`config.mk`:
```
export PLATFORM = sky130hd
export DESIGN_NAME = pad_router
export DESIGN_NICKNAME = d
export VERILOG_FILES = /design/src/rtl/pad_router_pkg.sv /design/src/rtl/pad_router_rst_sync.sv /design/src/rtl/pad_router_regs.sv /design/src/rtl/pad_router_cell.sv /design/src/rtl/pad_router.sv
export SDC_FILE = /design/constraint.sdc
export NUM_CORES = 1
export LEC_CHECK = 0
export ABC_CLOCK_PERIOD_IN_PS = 1000
export BUFFER_PORTS_ARGS = -buffer_cell sky130_fd_sc_hd__buf_4
export CAP_MARGIN = 0
export CORE_UTILIZATION = 29
export DETAILED_ROUTE_END_ITERATION = 8
export PLACE_DENSITY_LB_ADDON = 0.08
export SLEW_MARGIN = 20
export SYNTH_ARGS = -nofsm -noshare
export SYNTH_HDL_FRONTEND = slang
export SYNTH_SLANG_ARGS = --single-unit
```
`constraint.sdc`:
```
create_clock -name clk -period 1 [get_ports clk]
set_clock_uncertainty 0.05 [all_clocks]
set_input_delay 0 -clock clk [delete_from_list [all_inputs] [get_ports clk]]
set_output_delay 0 -clock clk [all_outputs]
set_load 0.02 [all_outputs]
```
`src/rtl/pad_router_pkg.sv`:
```
package pad_router_pkg;

  typedef enum logic [1:0] {
    KIND_GPIO  = 2'd0,
    KIND_DRIVE = 2'd1,
    KIND_SENSE = 2'd2,
    KIND_NONE  = 2'd3
  } fn_kind_e;

  function automatic fn_kind_e sel_kind(input logic [31:0] sel);
    fn_kind_e k;
    case (sel)
      32'd0:   k = KIND_GPIO;
      32'd1:   k = KIND_DRIVE;
      32'd2:   k = KIND_SENSE;
      default: k = KIND_NONE;
    endcase
    return k;
  endfunction

endpackage

```
`src/rtl/pad_router_rst_sync.sv`:
```
module pad_router_rst_sync #(
  parameter int STAGES = 2
) (
  input  logic clk,
  input  logic rst_n,
  output logic rst_sync_n
);

  logic [STAGES-1:0] chain_q;
  logic [STAGES-1:0] chain_d;

  always_comb begin
    chain_d = {chain_q[STAGES-2:0], 1'b1};
  end

  always_ff @(posedge clk or negedge rst_n) begin
    if (!rst_n) begin
      chain_q <= '0;
    end else begin
      chain_q <= chain_d;
    end
  end

  assign rst_sync_n = chain_q[STAGES-1];

endmodule

```
`src/rtl/pad_router_regs.sv`:
```
module pad_router_regs #(
  parameter int NUM_CELLS = 4,
  parameter int SEL_W     = 2,
  parameter int ADDR_W    = 8,
  parameter int DATA_W    = 32,
  parameter int IDX_LO    = 2,
  parameter int IDX_HI    = 5
) (
  input  logic                            clk,
  input  logic                            rst_n,
  input  logic                            wr_en,
  input  logic [ADDR_W-1:0]               wr_addr,
  input  logic [DATA_W-1:0]               wr_data,
  output logic                            wr_err,
  input  logic [ADDR_W-1:0]               rd_addr,
  output logic [DATA_W-1:0]               rd_data,
  output logic                            rd_err,
  output logic [NUM_CELLS-1:0][SEL_W-1:0] sel_q
);

  localparam int IDX_W = IDX_HI - IDX_LO + 1;

  logic [IDX_W-1:0]     wr_idx;
  logic [IDX_W-1:0]     rd_idx;
  logic [NUM_CELLS-1:0] wr_hit;
  logic [NUM_CELLS-1:0] rd_hit;
  logic [SEL_W-1:0]     wr_val;
  logic                 unused_bits;

  assign wr_idx = wr_addr[IDX_HI:IDX_LO];
  assign rd_idx = rd_addr[IDX_HI:IDX_LO];
  assign wr_val = wr_data[SEL_W-1:0];
  assign unused_bits = ^{wr_addr, rd_addr, wr_data};

  for (genvar c = 0; c < NUM_CELLS; c++) begin : g_cell
    localparam logic [IDX_W-1:0] MY_IDX = IDX_W'(c);

    logic             load_en;
    logic [SEL_W-1:0] sel_d;

    assign wr_hit[c] = (wr_idx == MY_IDX);
    assign rd_hit[c] = (rd_idx == MY_IDX);

    always_comb begin
      load_en = wr_en & wr_hit[c];
      sel_d   = wr_val;
    end

    always_ff @(posedge clk or negedge rst_n) begin
      if (!rst_n) begin
        sel_q[c] <= '0;
      end else if (load_en) begin
        sel_q[c] <= sel_d;
      end
    end
  end

  assign wr_err = ~(|wr_hit);
  assign rd_err = ~(|rd_hit);

  always_comb begin
    rd_data = '0;
    for (int c = 0; c < NUM_CELLS; c++) begin
      if (rd_hit[c]) begin
        rd_data[SEL_W-1:0] = sel_q[c];
      end
    end
  end

endmodule

```
`src/rtl/pad_router_cell.sv`:
```
module pad_router_cell
  import pad_router_pkg::*;
#(
  parameter int SEL_W = 2
) (
  input  logic [SEL_W-1:0] sel,
  input  logic             pad_in,
  input  logic             gpio_out,
  input  logic             gpio_oe,
  input  logic             drv_out,
  output logic             pad_out,
  output logic             pad_oe,
  output logic             gpio_in,
  output logic             sense_in
);

  fn_kind_e kind;

  always_comb begin
    kind     = sel_kind(32'(sel));
    pad_out  = 1'b0;
    pad_oe   = 1'b0;
    gpio_in  = 1'b0;
    sense_in = 1'b0;
    unique case (kind)
      KIND_GPIO: begin
        pad_out = gpio_out;
        pad_oe  = gpio_oe;
        gpio_in = pad_in;
      end
      KIND_DRIVE: begin
        pad_out = drv_out;
        pad_oe  = 1'b1;
      end
      KIND_SENSE: begin
        sense_in = pad_in;
      end
      KIND_NONE: begin
        pad_out = 1'b0;
      end
    endcase
  end

endmodule

```
`src/rtl/pad_router.sv`:
```
module pad_router #(
  parameter int NUM_CELLS = 4,
  parameter int SEL_W     = 2,
  parameter int ADDR_W    = 8,
  parameter int DATA_W    = 32,
  parameter int IDX_LO    = 2,
  parameter int IDX_HI    = 5
) (
  input  logic                 clk,
  input  logic                 rst_n,
  input  logic                 wr_en,
  input  logic [ADDR_W-1:0]    wr_addr,
  input  logic [DATA_W-1:0]    wr_data,
  output logic                 wr_err,
  input  logic [ADDR_W-1:0]    rd_addr,
  output logic [DATA_W-1:0]    rd_data,
  output logic                 rd_err,
  input  logic [NUM_CELLS-1:0] pad_in,
  output logic [NUM_CELLS-1:0] pad_out,
  output logic [NUM_CELLS-1:0] pad_oe,
  input  logic [NUM_CELLS-1:0] gpio_out,
  input  logic [NUM_CELLS-1:0] gpio_oe,
  output logic [NUM_CELLS-1:0] gpio_in,
  input  logic [NUM_CELLS-1:0] fn_tx,
  output logic [NUM_CELLS-1:0] fn_rx
);

  logic                            rst_sync_n;
  logic [NUM_CELLS-1:0][SEL_W-1:0] sel_q;

  pad_router_rst_sync #(.STAGES(2)) u_rst_sync (
    .clk        (clk),
    .rst_n      (rst_n),
    .rst_sync_n (rst_sync_n)
  );

  pad_router_regs #(
    .NUM_CELLS (NUM_CELLS),
    .SEL_W     (SEL_W),
    .ADDR_W    (ADDR_W),
    .DATA_W    (DATA_W),
    .IDX_LO    (IDX_LO),
    .IDX_HI    (IDX_HI)
  ) u_regs (
    .clk     (clk),
    .rst_n   (rst_sync_n),
    .wr_en   (wr_en),
    .wr_addr (wr_addr),
    .wr_data (wr_data),
    .wr_err  (wr_err),
    .rd_addr (rd_addr),
    .rd_data (rd_data),
    .rd_err  (rd_err),
    .sel_q   (sel_q)
  );

  for (genvar c = 0; c < NUM_CELLS; c++) begin : g_route
    pad_router_cell #(.SEL_W(SEL_W)) u_cell (
      .sel      (sel_q[c]),
      .pad_in   (pad_in[c]),
      .gpio_out (gpio_out[c]),
      .gpio_oe  (gpio_oe[c]),
      .drv_out  (fn_tx[c]),
      .pad_out  (pad_out[c]),
      .pad_oe   (pad_oe[c]),
      .gpio_in  (gpio_in[c]),
      .sense_in (fn_rx[c])
    );
  end

endmodule

```
After elaboration in Yosys (flattened, before gate mapping)
Cells that the tools add are included.
Storage, ports and cells
  bits in registers: 10
  bits of input ports: 67
  output and inout bits: 50
  word-level logic and storage cells: 69
Cells by class
  equal/unequal tests: 22
  multiplexer cells: 24
  bitwise gates (word level): 6
  reduce and logical (&&, ||, !) cells: 12
Operators by type and width (count)
  case mux 2 bit (3 select lines): 4
  == test 2 x 1 -> 1 bit, second input constant: 8
  == test 2 bit, second input constant: 8
  == test 4 x 2 -> 1 bit, second input constant: 4
  zero test 2 bit: 8
  case mux 1 bit (2 select lines): 8
  == test 4 x 1 -> 1 bit, second input constant: 2
  zero test 4 bit: 2
  two-way mux 1 bit: 8
  two-way mux 2 bit: 4
  OR reduction 4 bit: 2
  bitwise AND 1 bit: 4
  NOT 1 bit: 2

Depth between registers and ports, before layout
Gate-level depths: netlist (run 1).
  word-level depth: 5
  gate-level depth with buffers: 3
  mapped depth without buffers: 3

Cells and area by module
A second synthesis (run 1) with hierarchy kept.
Unflattened totals
  cells, all modules: 85
  area total of the unflattened synthesis: 854.6 µm²
By module, submodules not included
  pad_router_regs: instances 1, cells each 58, area an instance 645.6 µm², sequential area each 200.2 µm²
  pad_router_cell: instances 4, cells each 6, area an instance 38.8 µm², sequential area each 0.0 µm²
  pad_router_rst_sync: instances 1, cells each 3, area an instance 53.8 µm², sequential area each 50.0 µm²

Worst setup path after synthesis (run 1)
Ideal clock, no wire load.
  path kind: register -> output
  from: register u_regs.sel_q[7] (netlist bit)
  to: output port rd_data[1]
  arrival time: 1.043 ns
  data required time: 0.950 ns
  setup slack: -0.093 ns
  stages on the path, launching flop included: 3
  path buffers: 0
  cell sequence: dfrtp_1 > mux4_2 > nor2b_1
On the way
  longest elaborated chain between the ends: 1
Ends and longest elaborated chain
  start: declaration: line pad_router_regs.sv:18  | output logic [NUM_CELLS-1:0][SEL_W-1:0] sel_q
  start signal: indexed assignment: line pad_router_regs.sv:53  | sel_q[c] <= sel_d;
  two-way mux 2 bit: line pad_router_regs.sv:64  | if (rd_hit[c]) begin
  end: declaration: line pad_router.sv:16  | output logic [DATA_W-1:0] rd_data,
No other way between the ends.

Worst setup path in the final report (run 1)
  from: register u_regs.sel_q[2] (netlist bit)
  to: output port rd_data[0]
On the way
  longest elaborated chain between the ends: 3
Ends and longest elaborated chain (line)
  two-way mux 2 bit (3 in a row): pad_router_regs.sv:64
No other way between the ends.

==> qor.txt, run 1 <==
clock root buffer: clkbuf_4
worst path arrival time: 1.37 ns
Final setup violation count: 18
FF-to-FF path depth: 2
Overall Power: 1.956 mW
RSZ-0062 raised after global routing: yes
GPL Wtd Cong: 0.6909
first-pass GRT wire length: 2580 um
die area: 3552 um^2
Skew-Pair Late Insertion Delay: 0.25 ns
Post-Syn Instances: 101
reg2reg start: u_regs.sel_q[7]$_DFFE_PN0P_
Std-Cell Rows: 20
commonest non-fill, non-tap cell in the layout: buf_4
crit path max fanout: 2
CTS tree: done
Port Buffers: 48
Netlist Area Pre-Place: 962.2 um^2
FF-to-FF setup slack: 0.05 ns
Final Cell Area: 1364 um^2
Area Overhead vs Synth: 41.74%
Pre-antenna DRT Iters: 2
Critical Path RT: 0.95 ns
Post-DP Area: 1209 um^2
largest net degree at the start of global routing: 9
Worst Path Buf+Inv: 1
Starting Density: 0.3101
number of global-route vias before repair: 609
dpl hpwl: 1523 um
crit-path cells: mux4_2, nor2b_4, buf_6
Cells after DPL: 184
Die X: 59.60 um
Die Y: 59.60 um
worst r2r dst: u_regs.sel_q[7]$_DFFE_PN0P_
Critical Setup Path Class: flip-flop to output pin
number of synthesized register bits: 10
gr usage total: 0.09963
status: complete, but fails checks
final hold vios: 0
layout cells sized above 1: 0.5578
Post-Layout Cell Count: 191
delay-heaviest family, CP: multiplexers
Worst Hold Class: flip-flop to async pin
peak supply drop: 761.4 uV
Post-Syn Area per Cell: 9.526 um^2
fin crit period: 1.415 ns
Unique masters post-synth: 18
pwr dens: 1434 nW/um^2
total of max-cap violations: 0
final period utilization: 1.415
Fillers: 323
Final Core Density: 0.4395
# diodes: 0
Fmax achieved: 0.7066 GHz
Max clock buf depth: 2
Clock Sinks: 10
Largest stage delay, worst path: 0.46 ns
clock slew at reported path FFs: 0.06 ns
drt initial violations: 10
Max Slew Vio Count: 0
DR vias/cell: 3.832
initial antenna violation count: 0
gr ovfl total: 0
vias: 732
sequential element share of the synthesized area: 0.2601
I/O pin cnt: 117
final-stage net count: 216
total CTS buffers: 3
final WL: 1733 um
Worst path slowest cell: mux4_2
Syn. warnings: 0
commonest non-fill, non-tap cells in the layout: 44 x buf_4, 31 x conb_1, 12 x buf_6, 10 x dfrtp_1, 8 x mux2_2
WL per Instance: 9.073 um
Crit. End Element: output pin
P_leak: 0.7076 nW
drt drc: 0
Worst Setup Start Kind: flip-flop
H-Tree Depth: 1
final worst slack: -0.4152 ns
Core Area: 3103 um^2
Worst Hold Slack: 0.07813 ns
failing checks: setup timing
Antenna Nets Post-Route: 0
metal layers:
layer  up-vias  share of wire  GRT usage
met5         -              0          0
met4         0              0    0.02990
met3         0          0.084    0.02838
met2        45           0.52     0.1766
met1       331           0.40     0.1157
li1        356              -          -
through the flow:
step / setup TNS, ns / setup WS [ns]
global route: -4.345 / -0.4677
floorplan: -0.1201 / -0.06598
CTS: -3.451 / -0.4287
global placement: -0.5392 / -0.1535
detailed placement: -0.5706 / -0.1617
finish: -3.116 / -0.4152
report_power, final:
part / internal, mW / switching, mW / total, mW
Clock: 0.138 / 0.121 / 0.259
Sequential: 0.484 / 0.0482 / 0.532
Combinational: 0.595 / 0.569 / 1.16
Total: 1.22 / 0.738 / 1.96
synth_stat cells:
cell type | count | share of area
buf_4 | 46 | 0.36
nor2_1 | 12 | 0.047
dfrtp_1 | 10 | 0.26
mux2_2 | 8 | 0.094
and3b_1 | 4 | 0.036
mux2i_1 | 4 | 0.042
nor3b_1 | 4 | 0.031
conb_1 | 2 | 0.0078
mux4_2 | 2 | 0.047
and4b_1 | 1 | 0.010
and4bb_1 | 1 | 0.013
inv_1 | 1 | 0.0039
nand4_1 | 1 | 0.0065
nand4b_1 | 1 | 0.0091
nor2_2 | 1 | 0.0065
nor2b_1 | 1 | 0.0065
nor2b_4 | 1 | 0.014
or2_2 | 1 | 0.0065
state kept, by name, indices dropped and copies added, names as in the netlist:
| register | flops |
|---|---|
| u_rst_sync.chain_q | 2 |
| u_regs.sel_q | 8 |
how the worst max path moves through the flow:
stage,cells after the start,from,end
final,3,u_regs.sel_q[2]$_DFFE_PN0P_,rd_data[0]
after global routing,3,u_regs.sel_q[6]$_DFFE_PN0P_,rd_data[0]
after CTS,3,u_regs.sel_q[6]$_DFFE_PN0P_,rd_data[0]
after detailed placement,3,u_regs.sel_q[7]$_DFFE_PN0P_,rd_data[1]
after global placement,3,u_regs.sel_q[6]$_DFFE_PN0P_,rd_data[0]
after floorplan,2,u_regs.sel_q[6]$_DFFE_PN0P_,rd_data[0]
what timing repair did:
item / 4_1_cts / 5_1_grt
pin swaps: 2 / 6
endpoints found under the setup margin: 18 / 18
buffers inserted: 2 / 3
hold buffers: 4 / 0
hold endpoints to repair: 10 / 0
resized for setup: 9 / 17
gates cloned: 0 / 0
worst register-to-register path: cells and delay by family, from the launching register on:
family,cells,cell delay [ns]
buffers and inverters,1,0.15
DFF,1,0.37
muxes,1,0.26
cell type report:
| class | instances | area, um^2 | area share |
|---|---|---|---|
| sequential | 10 | 250.2 | 0.1835 |
| multi-input combinational | 73 | 526.8 | 0.3862 |
| timing repair buffer | 60 | 505.5 | 0.3706 |
| tap | 44 | 55.05 | 0.04037 |
| inverter | 1 | 3.754 | 0.002752 |
| clock buffer | 3 | 22.52 | 0.01651 |
kinds of logic after synthesis:
| family | after synthesis | share of synthesized area |
|---|---|---|
| flip-flops | 10 | 0.2601 |
| buffers and inverters | 47 | 0.3628 |
| other | 2 | 0.007805 |
| AND/OR/NAND/NOR | 28 | 0.1873 |
| multiplexers | 14 | 0.1821 |
No activity file was read; power rests on OpenSTA's default activity.
==> run 2: changes to the inputs <==
--- a/config.mk
+++ b/config.mk
@@ -5,10 +5,10 @@
 export SDC_FILE = /design/constraint.sdc
 export NUM_CORES = 1
 export LEC_CHECK = 0
-export ABC_CLOCK_PERIOD_IN_PS = 1000
+export ABC_CLOCK_PERIOD_IN_PS = 1800
 export BUFFER_PORTS_ARGS = -buffer_cell sky130_fd_sc_hd__buf_4
 export CAP_MARGIN = 0
-export CORE_UTILIZATION = 29
+export CORE_UTILIZATION = 35
 export DETAILED_ROUTE_END_ITERATION = 8
 export PLACE_DENSITY_LB_ADDON = 0.08
 export SLEW_MARGIN = 20
==> constraint.sdc (replaced) <==
create_clock -name clk -period 1.8 [get_ports clk]
set_clock_uncertainty 0.05 [all_clocks]
set_input_delay 0 -clock clk [delete_from_list [all_inputs] [get_ports clk]]
set_output_delay 0 -clock clk [all_outputs]
set_load 0.02 [all_outputs]
==> run 2 against run 1 <==
Net effect:
- die area down 17%
- sequential cell count unchanged
- non-clock buffer count shrank 8
- setup slack improved by 0.69 ns
- final cell count is 11% lower
- global-route usage grew 1.6 points
- count of clock-buffer cells in the layout grew 1
- via count fell by 1.8%
- final area decreased by 12%
- sequential power shrank 36%
- the run now ends clean
- clock power down 23%
- critical path depth unchanged
- critical path type unchanged
==> qor.txt, run 2 (synthesis results as in run 1) <==
I/O pin cnt: 117 (unchanged)
crit path max fanout: 6 (+4)
total of max-cap violations: 0 (unchanged)
commonest non-fill, non-tap cell in the layout: buf_4
clock slew at reported path FFs: 0.07 ns (about the same)
Pre-antenna DRT Iters: 4 (+2)
# diodes: 0 (unchanged)
FF-to-FF setup slack: 0.90 ns (+0.85 ns)
worst setup path end: rd_data[0]
final WL: 1582 um (-8.7%)
Fillers: 263 (-19%)
Overall Power: 998.7 uW (-49%)
Area Overhead vs Synth: 24.71%
H-Tree Depth: 1 (unchanged)
Critical Path RT: 1.75 ns (+0.80 ns)
top flop regs: u_regs.sel_q: 8 flops, u_rst_sync.chain_q: 2 flops
commonest non-fill, non-tap cells in the layout: 48 x buf_4, 31 x conb_1, 12 x nor2_1, 10 x dfrtp_1, 8 x mux2_2
sequential cell area: 250.2 um^2 (unchanged)
dpl hpwl: 1321 um (-13%)
Clock Sinks: 10 (unchanged)
status: complete, no violations
Crit. End Element: output pin
fin crit period: 1.528 ns
worst r2r dst: u_regs.sel_q[4]$_DFFE_PN0P_
WL per Instance: 9.306 um (+2.6%)
Std-Cell Rows: 18 (-10%)
Final setup violation count: 0 (-18)
Worst Hold Class: flip-flop to async pin
Antenna Nets Post-Route: 0 (unchanged)
P_leak: 0.6482 nW (-8.4%)
Max clock buf depth: 2 (unchanged)
Sum Neg Setup Slack: 0 ns (+3.116 ns)
final hold vios: 0 (unchanged)
vias: 719 (-1.8%)
gr usage total: 0.1159 (+0.01631)
total CTS buffers: 3 (unchanged)
peak supply drop: 412.9 uV (-46%)
die area: 2963 um^2 (-17%)
Critical Path Source: u_regs.sel_q[4]$_DFFE_PN0P_
Max Slew Vio Count: 0 (unchanged)
layout cells sized above 1: 0.4643 (-0.09354)
Critical Setup Path Class: flip-flop to output pin
largest net degree at the start of global routing: 9 (unchanged)
clock root buffer: clkbuf_4
max reg flops: 8 (unchanged)
worst path arrival time: 1.48 ns (+0.11 ns)
GPL Wtd Cong: 0.6711 (-2.9%)
Core Area: 2545 um^2 (-18%)
CTS tree: done
reg2reg start: u_regs.sel_q[4]$_DFFE_PN0P_
Die Y: 54.43 um (-8.7%)
RSZ-0062 raised after global routing: no
Skew-Pair Late Insertion Delay: 0.26 ns (about the same)
number of global-route vias before repair: 576 (-5.4%)
Die X: 54.43 um (-8.7%)
DR vias/cell: 4.229 (+10%)
Worst Setup Start Kind: flip-flop
Starting Density: 0.3781 (+0.06799)
Port Buffers: 48 (unchanged)
first-pass GRT wire length: 2428 um (-5.9%)
Fmax achieved: 0.6543 GHz
drt drc: 0 (unchanged)
FF-to-FF path depth: 1 (-1)
drt initial violations: 4 (-6)
gr ovfl total: 0 (unchanged)
final-stage net count: 208 (-3.7%)
final period utilization: 0.8491
largest reg by FF count: u_regs.sel_q
initial antenna violation count: 0 (unchanged)
pwr dens: 832.3 nW/um^2 (-42%)
area of the multi-input gates: 471.7 um^2 (-10%)
==> run 2: power breakdown <==
part / internal, mW / total (mW) / switching (mW)
logic: 0.231 / 0.458 / 0.227
registers: 0.269 / 0.341 / 0.0725
clock network: 0.123 / 0.199 / 0.0765
total: 0.622 / 0.999 / 0.376
==> run 2: layer usage <==
metal / wire length, um / vias to the layer above / global-route usage
li1: - / 340 / -
met1: 639 / 336 / 0.1303
met2: 803 / 43 / 0.2134
met3: 140 / 0 / 0.03333
met4: 0 / 0 / 0.02564
met5: 0 / - / 0
==> run 2: worst min path at each step <==
stage,to,slack (ns),depth (start not counted)
detailed placement,u_rst_sync.chain_q[0]$_DFF_PN0_,-0.27,1
finish,u_regs.sel_q[1]$_DFFE_PN0P_,0.08,0
global placement,u_rst_sync.chain_q[0]$_DFF_PN0_,-0.27,1
floorplan,u_rst_sync.chain_q[0]$_DFF_PN0_,-0.35,0
CTS,u_regs.sel_q[7]$_DFFE_PN0P_,0.08,3
global route,u_regs.sel_q[1]$_DFFE_PN0P_,0.11,0
==> run 2: critical path, stage by stage, from the launching register on <==
cell and delay, ns:
dfrtp_1 0.45, mux4_2 0.49, nor2b_4 0.13, buf_4 0.15
==> run 2: final cells by class <==
cell class | instances | share of cell area
Multi-Input combinational cell | 73 | 0.3931
Timing Repair Buffer | 52 | 0.3337
Clock buffer | 4 | 0.03024
Inverter | 1 | 0.003128
Sequential cell | 10 | 0.2086
Tap cell | 30 | 0.03128
==> run 2: per-stage QoR <==
step                hold WS, ns  worst slack [ns]  instance area (um^2)  instances    util
CTS                     0.08338            0.2535                  1200        170  0.4715
global placement        -0.2677            0.5560                  1124        162  0.4415
floorplan               -0.3456            0.7066                  1071        130       -
global route             0.1055            0.2212                  1200        170  0.4715
finish                  0.07616            0.2716                  1200        170  0.4715
detailed placement      -0.2657            0.5593                  1124        162  0.4415
==> run 2: repair_timing <==
item,CTS,global route
endpoints found under the hold margin,10,0
gates resized for setup,0,0
hold buffers,4,0
buffers inserted,0,0
